File: config.mk
export PLATFORM = sky130hd
export DESIGN_NAME = nc_glitch_guard
export DESIGN_NICKNAME = d
export VERILOG_FILES = /design/src/rtl/nc_pkg.sv /design/src/rtl/nc_edge_sync.sv /design/src/rtl/nc_tick_div.sv /design/src/rtl/nc_lockout.sv /design/src/rtl/nc_glitch_guard.sv
export SDC_FILE = /design/constraint.sdc
export NUM_CORES = 1
export LEC_CHECK = 0
export BUFFER_PORTS_ARGS = -buffer_cell sky130_fd_sc_hd__buf_2
export CAP_MARGIN = 20
export CORE_MARGIN = 5
export CORE_UTILIZATION = 48
export CTS_CLUSTER_DIAMETER = 120
export DETAILED_ROUTE_END_ITERATION = 10
export HOLD_SLACK_MARGIN = 0.12
export PLACE_DENSITY = 0.7
export SYNTH_ARGS = -nofsm -noshare
export SYNTH_HDL_FRONTEND = slang
export SYNTH_HIERARCHICAL = 1
export SYNTH_SLANG_ARGS = --single-unit
export TNS_END_PERCENT = 50
File: constraint.sdc
create_clock -name clk -period 3.4 [get_ports clk]
set_clock_uncertainty 0.1 [all_clocks]
set_input_delay 0.17 -clock clk [delete_from_list [all_inputs] [get_ports clk]]
set_output_delay 0.17 -clock clk [all_outputs]
set_load 0.01 [all_outputs]
File: src/rtl/nc_pkg.sv
package nc_pkg;

    localparam int CNT_W     = 8;
    localparam int TICK_DIV  = 10;
    localparam int SYNC_LEN  = 2;
    localparam logic [CNT_W-1:0] LIMIT_RST = '1;

    typedef enum logic [1:0] {
        EDGE_RISE  = 2'b00,
        EDGE_FALL  = 2'b01,
        EDGE_BOTH  = 2'b10,
        EDGE_BOTH2 = 2'b11
    } edge_mode_e;

    typedef enum logic {
        SEL_COUNT = 1'b0,
        SEL_LIMIT = 1'b1
    } reg_sel_e;

    typedef struct packed {
        logic rise;
        logic fall;
    } edge_info_t;

    function automatic logic edge_qualifies(edge_info_t e, edge_mode_e m);
        case (m)
            EDGE_RISE: return e.rise;
            EDGE_FALL: return e.fall;
            default:   return e.rise | e.fall;
        endcase
    endfunction

endpackage

File: src/rtl/nc_edge_sync.sv
module nc_edge_sync
    import nc_pkg::*;
#(
    parameter int STAGES = SYNC_LEN
) (
    input  logic       clk,
    input  logic       rst,
    input  logic       raw_i,
    output edge_info_t edge_o
);
    logic [STAGES-1:0] sync_q;
    logic              prev_q;

    always_ff @(posedge clk) begin
        if (rst) sync_q[0] <= 1'b0;
        else     sync_q[0] <= raw_i;
    end

    generate
        for (genvar g = 1; g < STAGES; g++) begin : g_stage
            always_ff @(posedge clk) begin
                if (rst) sync_q[g] <= 1'b0;
                else     sync_q[g] <= sync_q[g-1];
            end
        end
    endgenerate

    always_ff @(posedge clk) begin
        if (rst) prev_q <= 1'b0;
        else     prev_q <= sync_q[STAGES-1];
    end

    always_comb begin
        edge_o.rise = sync_q[STAGES-1] & ~prev_q;
        edge_o.fall = ~sync_q[STAGES-1] & prev_q;
    end

endmodule

File: src/rtl/nc_tick_div.sv
module nc_tick_div #(
    parameter int DIV = 10
) (
    input  logic clk,
    input  logic rst,
    input  logic run_i,
    input  logic restart_i,
    output logic tick_o
);
    localparam int PW = (DIV > 1) ? $clog2(DIV) : 1;
    localparam logic [PW-1:0] LAST = PW'(DIV - 1);

    logic [PW-1:0] pre_q;

    always_ff @(posedge clk) begin
        if (rst || restart_i || !run_i) pre_q <= '0;
        else if (pre_q == LAST)         pre_q <= '0;
        else                            pre_q <= pre_q + 1'b1;
    end

    assign tick_o = run_i && (pre_q == LAST);

    p_pre_bound_r4: assert property (@(posedge clk) disable iff (rst)
        pre_q <= LAST);

endmodule

File: src/rtl/nc_lockout.sv
module nc_lockout
    import nc_pkg::*;
#(
    parameter int W = CNT_W
) (
    input  logic         clk,
    input  logic         rst,
    input  logic         en_i,
    input  logic         hit_i,
    input  logic         tick_i,
    input  logic         wr_cnt_i,
    input  logic [W-1:0] wr_data_i,
    input  logic [W-1:0] limit_i,
    output logic         start_o,
    output logic         run_o,
    output logic         fire_o,
    output logic [W-1:0] count_o
);
    logic         active_q;
    logic [W-1:0] count_q;
    logic         fire_q;
    logic         match;

    assign match   = (count_q == limit_i);
    assign start_o = en_i && hit_i && !active_q;
    assign run_o   = en_i && active_q && !match;

    always_ff @(posedge clk) begin
        if (rst || !en_i) begin
            active_q <= 1'b0;
            count_q  <= '0;
        end else if (start_o) begin
            active_q <= 1'b1;
            count_q  <= '0;
        end else if (wr_cnt_i) begin
            count_q  <= wr_data_i;
        end else if (active_q && match) begin
            active_q <= 1'b0;
            count_q  <= '0;
        end else if (active_q && tick_i) begin
            count_q  <= count_q + 1'b1;
        end
    end

    always_ff @(posedge clk) begin
        if (rst)        fire_q <= 1'b0;
        else if (en_i)  fire_q <= start_o;
        else            fire_q <= hit_i;
    end

    assign fire_o  = fire_q;
    assign count_o = count_q;

    // nothing leaves while the window is open
    p_masked_r5: assert property (@(posedge clk) disable iff (rst)
        (en_i && active_q) |=> !fire_q);

    // disabled filter holds the counter at zero
    p_idle_zero_r7: assert property (@(posedge clk) disable iff (rst)
        !en_i |=> (count_q == '0 && !active_q));

    // match closes the window one clock later
    p_release_r6: assert property (@(posedge clk) disable iff (rst)
        (en_i && active_q && !wr_cnt_i && match) |=> (!active_q && count_q == '0));

    // counter advances by at most one per clock inside the window
    p_step_r4: assert property (@(posedge clk) disable iff (rst)
        (en_i && active_q && !wr_cnt_i && !match) |=>
            (count_q == $past(count_q) || count_q == $past(count_q) + 1'b1));

    // every window opening coincides with a forwarded pulse
    p_open_pulse_r3: assert property (@(posedge clk) disable iff (rst)
        $rose(active_q) |-> fire_q);

endmodule

File: src/rtl/nc_glitch_guard.sv
module nc_glitch_guard
    import nc_pkg::*;
(
    input  logic             clk,
    input  logic             rst,
    input  logic             enable,
    input  logic [1:0]       edge_mode,
    input  logic             raw_in,
    input  logic             reg_we,
    input  logic             reg_sel,
    input  logic [CNT_W-1:0] reg_wdata,
    output logic [CNT_W-1:0] reg_rdata,
    output logic             trig_out
);
    edge_info_t       edges;
    logic             hit;
    logic             start;
    logic             run;
    logic             tick;
    logic             wr_cnt;
    logic [CNT_W-1:0] count;
    logic [CNT_W-1:0] limit_q;
    reg_sel_e         sel;

    assign sel = reg_sel_e'(reg_sel);

    nc_edge_sync #(.STAGES(SYNC_LEN)) u_sync (
        .clk    (clk),
        .rst    (rst),
        .raw_i  (raw_in),
        .edge_o (edges)
    );

    assign hit    = edge_qualifies(edges, edge_mode_e'(edge_mode));
    assign wr_cnt = reg_we && (sel == SEL_COUNT);

    always_ff @(posedge clk) begin
        if (rst)                              limit_q <= LIMIT_RST;
        else if (reg_we && sel == SEL_LIMIT)  limit_q <= reg_wdata;
    end

    nc_tick_div #(.DIV(TICK_DIV)) u_div (
        .clk       (clk),
        .rst       (rst),
        .run_i     (run),
        .restart_i (start),
        .tick_o    (tick)
    );

    nc_lockout #(.W(CNT_W)) u_lock (
        .clk       (clk),
        .rst       (rst),
        .en_i      (enable),
        .hit_i     (hit),
        .tick_i    (tick),
        .wr_cnt_i  (wr_cnt),
        .wr_data_i (reg_wdata),
        .limit_i   (limit_q),
        .start_o   (start),
        .run_o     (run),
        .fire_o    (trig_out),
        .count_o   (count)
    );

    assign reg_rdata = (sel == SEL_LIMIT) ? limit_q : count;

endmodule

* Word-level counts from Yosys, hierarchy flattened
Cells that the tools add are included.
** Word-level totals
- Flip-flop bits (word level) :: 25
- Input bits :: 16
- Output and inout port bits :: 9
- Word-level logic and storage cells :: 51
** Operators by class
- $add $sub $neg :: 2
- Eq/ne operators :: 4
- Mux-type cells :: 9
- Bitwise operators :: 6
- Reductions and logical operators :: 22
** Operators by type and width (number)
- 8-bit two-way mux :: 4
- 1-bit logical AND :: 9
- 8-bit by 1-bit adder with 8-bit output (second input constant) :: 1
- 8-bit == test :: 1
- 4-bit by 1-bit adder with 4-bit output (second input constant) :: 1
- 4-bit == test (second input constant) :: 1
- 1-bit logical NOT :: 4
- 1-bit two-way mux :: 4
- 2-bit OR reduction :: 2
- 1-bit logical OR :: 3
- 1-bit NOT :: 3
- 3-bit nonzero test :: 1
- 1-bit bitwise AND :: 2
- 2-bit by 1-bit == test with 1-bit output (second input constant) :: 1
- 2-bit logical NOT :: 1
- 2-bit != test (second input constant) :: 1
- 1-bit one-hot mux with 2 select lines :: 1
- 2-bit AND reduction :: 1
- 2-bit nonzero test :: 1
- 1-bit OR :: 1

* Logic depth before layout (Yosys ltp)
Gate-level depths: netlist (run 1).
- Word-level depth :: 9
- Gate-level depth with buffers :: 11
- Depth with buffers taken out :: 10

* Modules after synthesis
The synthesis (run 1) kept the hierarchy.
** Modules (own cells, without submodules)
- nc_lockout :: times used 1, cells each 100, area an instance 763.2 um2
- nc_glitch_guard :: times used 1, cells each 40, area an instance 429.2 um2
- nc_tick_div :: times used 1, cells each 18, area an instance 181.4 um2
- nc_edge_sync :: times used 1, cells each 8, area an instance 91.3 um2

* Worst setup path before layout (run 1)
No wires, ideal clock.
- Path type :: reg2reg
- Start :: register u_lock.count_q[0] (netlist: u_lock/count_o[0])
- End :: register u_lock.count_q[5] (netlist: u_lock/count_o[5])
- Setup time :: 0.115 ns
- Arrival :: 2.227 ns
- Data required time :: 3.185 ns
- Slack :: 0.959 ns
- Stages on the path, launching flop included :: 12
- Buffers on the path :: 1
- Clock period less this slack :: 2.441 ns
- Cells stage by stage :: dfxtp_1 xnor2_1 nand4_1 or2_1 buf_2 and3_1 nor3b_1 nand2_1 nor2b_1 nand3_1 a32o_1 o21a_1
** Between the ends
- Word-level cells in the longest chain between the ends :: 6
- Elaborated cells on any way between the ends :: 11
- Those cells by class :: add/sub: 1; eq/ne: 1; mux: 3; reduce/logical: 6
** RTL lines
- start, declared :: RTL line nc_lockout.sv:20 : logic [W-1:0] count_q;
- start signal, assigned :: RTL line nc_lockout.sv:36 : count_q <= wr_data_i;
- start signal, assigned :: RTL line nc_lockout.sv:41 : count_q <= count_q + 1'b1;
- 8-bit == test :: RTL line nc_lockout.sv:24 : assign match = (count_q == limit_i);
- 1-bit logical NOT :: RTL line nc_lockout.sv:26 : assign run_o = en_i && active_q && !match;
- 1-bit logical AND :: RTL line nc_lockout.sv:26
- named net run :: RTL line nc_glitch_guard.sv:18 : logic run;
- 1-bit logical AND :: RTL line nc_tick_div.sv:21 : assign tick_o = run_i && (pre_q == LAST);
- named net tick :: RTL line nc_glitch_guard.sv:19 : logic tick;
- 1-bit logical AND :: RTL line nc_lockout.sv:40 : end else if (active_q && tick_i) begin
- 3-bit nonzero test (no source line)
The timed path passes the listed nets, and every way through them passes these cells. The select of a mux whose other input is x is not followed.
A chain may end at the register's enable or synchronous reset.

* Final worst setup path (run 1)
- Start :: register u_lock.count_q[4] (netlist: u_lock/count_o[4])
- End :: register u_lock.count_q[2] (netlist: u_lock/count_o[2])
Same word-level chain as after synthesis.

==> flow_metrics.env, run 1 <==
export IMPL_num_antenna_cells=0
export IMPL_crit_slowest_cell="dfxtp_1"
export IMPL_arrival_ns=2.84
export IMPL_cap_viol_max_count=0
export IMPL_pwr_share_clk=0.245
export IMPL_path_buf_inv=1
export IMPL_rsz0062_at_grt="false"
export IMPL_area_delta_synth_final_pct=20.24
export IMPL_end_kind="flip-flop"
export IMPL_via_per_inst=6.085
export IMPL_start_util=0.4920
export IMPL_crit_fanout=8
export IMPL_syn_area_sq_um=1465
export IMPL_io_pins=25
export IMPL_syn_inst=166
export IMPL_grt_start_max_net_pins=27
export IMPL_async_reset_ff_frac=0
export IMPL_reg2reg_depth=10
export IMPL_synth_area_leaders="dfxtp_1 (34%), mux2_2 (6.1%), xnor2_1 (5.4%)"
export IMPL_max_freq_ghz=0.3686
export IMPL_drive_gt1_frac=0.2525
export IMPL_cp_slowest_stage_delay_ns=0.53
export IMPL_core_area_sq_um=2978
export IMPL_setup_violations=0
export IMPL_synth_edf_count=0
export IMPL_pre_cts_slack_ns=0.8471
export IMPL_hp_start="edge_mode[0]"
export IMPL_clockRootBuffer="clkbuf_4"
export IMPL_dpl_cell_count=218
export IMPL_layout_setup_ws_ns=0.6873
export IMPL_synthFlopType="dfxtp_1"
export IMPL_power_frac_comb=0.180
export IMPL_seqCellArea_sq_um=500.5
export IMPL_multiInputGateArea_sq_um=913.4
export IMPL_cts_tree="yes"
export IMPL_grt_pass1_wl_mm=6.244
export IMPL_worstSkewPairLatency_ns=0.31
export IMPL_fin_setup_tns_ns=0
export IMPL_clkTransAtPathRegs_ns=0.13
export IMPL_r2r_slack_ns=0.69
export IMPL_power_density_nw_per_um2=306.4
export IMPL_crit_top_cell="o21ai_0"
export IMPL_synth_cell_types=44
export IMPL_vias=1430
export IMPL_port_buffers=24
export IMPL_antenna_found_initial=0
export IMPL_crit_family="compound AO/OA/AOI/OAI gates"
export IMPL_drtIter0Drc=84
export IMPL_placementRows=20
export IMPL_intPower_uw=399.0
export IMPL_ys_seq_area_frac=0.3416
export IMPL_cts_inserted_buffers=3
export IMPL_yosys_warnings=6
export IMPL_status="complete, no violations"
export IMPL_dr_pass1_iters=4
export IMPL_critPathLaunchType="flip-flop"
export IMPL_layout_nets=222
export IMPL_dieArea_sq_um=4258
export IMPL_min_period_ns=2.713
export IMPL_synth_seq_cells=25
export IMPL_hp_class="in -> reg"
export IMPL_path_cells="xnor2_1 > nand4_1 > or2_1 > and3_1 > nor3b_1 > buf_4 > o21ai_0 > a21oi_1 > o21ai_0 > a211oi_1"
export IMPL_whs_path_depth=4
export IMPL_grt_usage=0.1820
export IMPL_numClockSinks=25
export IMPL_place_hpwl_mm=2.525
export IMPL_final_instance_count_excl_fill=235
export IMPL_syn_avg_cell_area_sq_um=8.826
export IMPL_final_common_cell="dfxtp_1"
export IMPL_die_w_microns=65.25
export IMPL_layout_common_cells="dfxtp_1 (25), buf_2 (24), nand2_1 (16)"
export IMPL_p_leak_nw=0.7154
export IMPL_postCtsResizedCells=0
export IMPL_synth_top_area_cell="dfxtp_1"
export IMPL_slew_violations=0
export IMPL_grt_pass1_vias=1391
export IMPL_antenna_left=0
export IMPL_htree_levels=1
export IMPL_die_height_microns=65.25
export IMPL_synth_top_area_share=0.3416
export IMPL_critPathKind="reg -> reg"
export IMPL_maxSlewHeadroom=0.6904
export IMPL_reg2reg_to="u_lock/count_o[2]$_SDFFE_PP0P_"
export IMPL_overflow=0
export IMPL_r2r_start="u_lock/count_o[4]$_SDFFE_PP0P_"
export IMPL_sequentialPowerShare=0.576
export IMPL_p_sw_frac=0.2608
export IMPL_timing_final_crit_share=0.7978
export IMPL_p_sw_uw=140.7
export IMPL_drc=0
export IMPL_avgRoutedWirePerCell_microns=15.24
export IMPL_syn_nets=185
export IMPL_gp_congestion=0.9059
export IMPL_min_to="u_lock/active_q$_SDFFE_PP0P_"
export IMPL_hold_viol=0
export IMPL_tightest_slew_ns=0.4636
export IMPL_clockBufferDepth=2
export IMPL_peakVddDrop_uv=177.2
export IMPL_fillCellCount=271
export IMPL_required_ns=3.52
export IMPL_wirelength_mm=3.582
==> sequential cells by signal, summed over array words and instances (netlist names) <==
name / flops
limit_q: 8
u_sync/prev_q: 1
u_lock/count_o: 8
u_lock/active_q: 1
u_sync/sync_q: 2
u_div/pre_q: 4
u_lock/fire_o: 1
==> worst max path at each step <==
stage,start,slack [ns],depth (start not counted),to
finish,u_lock/count_o[4]$_SDFFE_PP0P_,0.69,10,u_lock/count_o[2]$_SDFFE_PP0P_
global route,u_lock/count_o[4]$_SDFFE_PP0P_,0.42,10,u_lock/count_o[6]$_SDFFE_PP0P_
CTS,u_lock/count_o[0]$_SDFFE_PP0P_,0.78,10,u_lock/count_o[6]$_SDFFE_PP0P_
detailed placement,u_lock/count_o[0]$_SDFFE_PP0P_,0.85,10,u_lock/count_o[6]$_SDFFE_PP0P_
global placement,u_lock/count_o[0]$_SDFFE_PP0P_,0.86,10,u_lock/count_o[2]$_SDFFE_PP0P_
floorplan,u_lock/count_o[0]$_SDFFE_PP0P_,0.96,11,u_lock/count_o[5]$_SDFFE_PP0P_
==> layout make-up <==
| type | count | share of cell area |
|---|---|---|
| multi-input cells | 130 | 0.5185 |
| flip-flops and latches | 25 | 0.2841 |
| repair buffers | 39 | 0.1506 |
| well taps | 33 | 0.02344 |
| clock buffers | 4 | 0.01491 |
| inverters | 4 | 0.008523 |
==> Yosys cell counts (all sizes together) (2+ instances only) <==
master and instances:
dfxtp 25, nand2 17, o21ai 12, and3 11, nor2 9, xnor2 9, a211o 8, mux2 8
nor2b 7, a211oi 6, a21oi 6, nand3 5, buf 4, inv 4, a21o 3, clkbuf 3
ha 3, a221oi 2, a32o 2, nand4 2, o2111a 2, o21a 2
==> worst reg2reg max path, delay by kind of cell, from the launching register on <==
kind / cells / cell delay, ns
AOI/OAI and AO/OA: 4 / 0.87
xor gates and xnor gates: 1 / 0.12
buffers and inverters: 1 / 0.17
DFF: 1 / 0.53
and+or+nand+nor: 4 / 0.82
==> metal layers <==
metal / part of all wire / track usage
met1: 0.43 / 0.2261
met2: 0.49 / 0.3186
met3: 0.070 / 0.02564
met4: 0.0081 / 0.06477
met5: 0 / 0
==> cell families after synthesis <==
kind of cell	count (synthesis)	share of synthesized area
mux	8	0.06149
compound gates	50	0.2528
xor+xnor	10	0.05978
simple gates	59	0.2238
buf+inv	11	0.03501
flops	25	0.3416
fa+ha+maj	3	0.02562
==> what timing repair did <==
action                    CTS  global route
setup buffers               0             0
hold buffers               13             0
hold endpoints to repair   14             0
==> per-stage QoR <==
step / hold slack [ns] / util / cell area (sq um) / total power, mW
CTS: 0.1321 / 0.5916 / 1762 / 0.5459
finish: 0.1603 / 0.5916 / 1762 / 0.5397
global route: 0.1734 / 0.5916 / 1762 / 0.5674
floorplan: 0.1416 / - / 1465 / 0.3717
global placement: 0.2901 / 0.5391 / 1605 / 0.4003
detailed placement: 0.2872 / 0.5391 / 1605 / 0.4023
==> power groups by stage <==
stage	registers [mW]	clock network, mW	logic (mW)
6_report	0.311	0.132	0.0970
5_1_grt	0.312	0.148	0.107
4_1_cts	0.311	0.139	0.0964
3_5_place_dp	0.317	0	0.0850
3_3_place_gp	0.317	0	0.0836
2_1_floorplan	0.315	0	0.0569
(Power assumes the default switching activity.)
==> inputs of run 2 (changes only) <==
Clock period 3.4 ns to 2.6 ns, I/O delays scaled along.
==> run 2 against run 1 <==
Net effect: die area is the same; setup slack got worse by 0.51 ns; register-to-register slack got worse by 0.51 ns; largest power group unchanged; highest routed layer unchanged.
==> flow_metrics.env, run 2 (same netlist as run 1, synthesis figures left out) <==
export IMPL_status="complete, no violations"
export IMPL_critPathKind="reg -> reg"
export IMPL_place_area_sq_um=1620
export IMPL_port_buffers=24
export IMPL_pwr_share_clk=0.249
export IMPL_drtIter0Drc=84
export IMPL_maxSlewHeadroom=0.5217
export IMPL_tightest_slew_ns=0.7175
export IMPL_numClockSinks=25
export IMPL_top_usage_layer="met2"
export IMPL_hp_class="in -> reg"
export IMPL_cts_inserted_buffers=3
export IMPL_cts_tree="yes"
export IMPL_met3_usage=0.02735
export IMPL_cap_viol_max_count=0
export IMPL_overflow=0
export IMPL_avgRoutedWirePerCell_microns=15.80
export IMPL_intPower_uw=523.1
export IMPL_grt_use_met1=0.2408
export IMPL_post_cts_buffers=0
export IMPL_wirelength_mm=3.761
export IMPL_fillCellCount=270
export IMPL_worstSkewPairLatency_ns=0.31
export IMPL_io_pins=25
export IMPL_crit_fanout=4
export IMPL_max_freq_ghz=0.4131
export IMPL_clockBufferDepth=2
export IMPL_grt_pass1_vias=1359
export IMPL_dpl_cell_count=220
export IMPL_area_delta_synth_final_pct=23.14
export IMPL_final_util=0.6059
export IMPL_vias=1389
export IMPL_drc=0
export IMPL_die_height_microns=65.25
export IMPL_slew_violations=0
export IMPL_end_kind="flip-flop"
export IMPL_layout_common_cells="dfxtp_1 (25), buf_2 (24), nand2_1 (16)"
export IMPL_sequentialPowerShare=0.568
export IMPL_clkTransAtPathRegs_ns=0.14
export IMPL_p_sw_uw=193.7
export IMPL_required_ns=2.73
export IMPL_critPathLaunchType="flip-flop"
export IMPL_multiInputGateArea_sq_um=930.9
export IMPL_num_antenna_cells=0
export IMPL_die_w_microns=65.25
export IMPL_final_common_cell="dfxtp_1"
export IMPL_timing_final_crit_share=0.9310
export IMPL_layout_nets=225
export IMPL_min_period_ns=2.421
export IMPL_core_area_sq_um=2978
export IMPL_htree_levels=1
export IMPL_power_uw=716.8
export IMPL_arrival_ns=2.55
export IMPL_setup_violations=0
export IMPL_start_util=0.4920
export IMPL_grt_start_max_net_pins=25
export IMPL_grt_use_met2=0.2984
export IMPL_seqCellArea_sq_um=500.5
export IMPL_fin_setup_tns_ns=0
export IMPL_grt_usage=0.1828
export IMPL_design_area_sq_um=1804
export IMPL_power_density_nw_per_um2=397.3
export IMPL_antenna_found_initial=0
export IMPL_antenna_left=0
export IMPL_gp_congestion=0.9152
export IMPL_hold_viol=0
export IMPL_peakVddDrop_uv=196.8
export IMPL_dr_pass1_iters=4
export IMPL_clockRootBuffer="clkbuf_4"
export IMPL_drive_gt1_frac=0.2634
export IMPL_placementRows=20
export IMPL_via_per_inst=5.836
export IMPL_place_hpwl_mm=2.694
export IMPL_power_frac_comb=0.183
export IMPL_final_instance_count_excl_fill=238
export IMPL_grt_pass1_wl_mm=6.189
export IMPL_p_sw_frac=0.2703
export IMPL_dieArea_sq_um=4258
export IMPL_p_leak_nw=0.7314
[run 2: routing by layer]
metal,vias to the layer above,share of wire
li1,688,-
met1,650,0.47
met2,45,0.46
met3,6,0.052
met4,0,0.015
met5,-,0
[run 2: power groups by stage]
| stage | Combinational [mW] | Clock [mW] | Sequential [mW] |
|---|---|---|---|
| 6_report | 0.131 | 0.178 | 0.407 |
| 5_1_grt | 0.143 | 0.200 | 0.409 |
| 4_1_cts | 0.129 | 0.183 | 0.407 |
| 3_5_place_dp | 0.113 | 0 | 0.416 |
| 3_3_place_gp | 0.111 | 0 | 0.415 |
| 2_1_floorplan | 0.0743 | 0 | 0.412 |
[run 2: final cells by class]
type	count	share of cell area
multi-input combinational	130	0.5160
tap	33	0.02288
sequential	25	0.2774
inverter	4	0.008322
timing repair buffer	42	0.1609
clock buffer	4	0.01456
[run 2: what timing repair did]
action                     CTS  global route
gates resized for setup      0             4
hold endpoints to repair    19             0
hold buffers                14             0
setup endpoints to repair    0             4
[run 2: worst max-delay path: stages (launching register included)]
cell and delay [ns]:
dfxtp_1 0.33, nor2b_1 0.13, nor2_1 0.10, a22oi_1 0.10, dlygate4sd3_1 0.57, inv_1 0.10
nand2_1 0.12, a2111oi_4 0.39, o21ai_1 0.11, a221oi_1 0.28
[run 2: final timing paths]
kind                                from                             end  slack, ns  cells past startpoint
max             u_sync/prev_q$_SDFF_PP0_  u_lock/count_o[6]$_SDFFE_PP0P_       0.18                      9
min reg2reg  u_sync/sync_q[0]$_SDFF_PP0_     u_sync/sync_q[1]$_SDFF_PP0_       0.36                      1
max reg2reg     u_sync/prev_q$_SDFF_PP0_  u_lock/count_o[6]$_SDFFE_PP0P_       0.18                      9
min                               reg_we         limit_q[5]$_SDFFE_PP1P_       0.17                      3
[run 2: through the flow]
stage          hold slack, ns  setup slack, ns
2_1_floorplan          0.1016           0.1586
3_3_place_gp           0.2521           0.3142
3_5_place_dp           0.2633           0.2268
4_1_cts                0.1662          0.04271
5_1_grt                0.1968         -0.01821
6_report               0.1668           0.1794
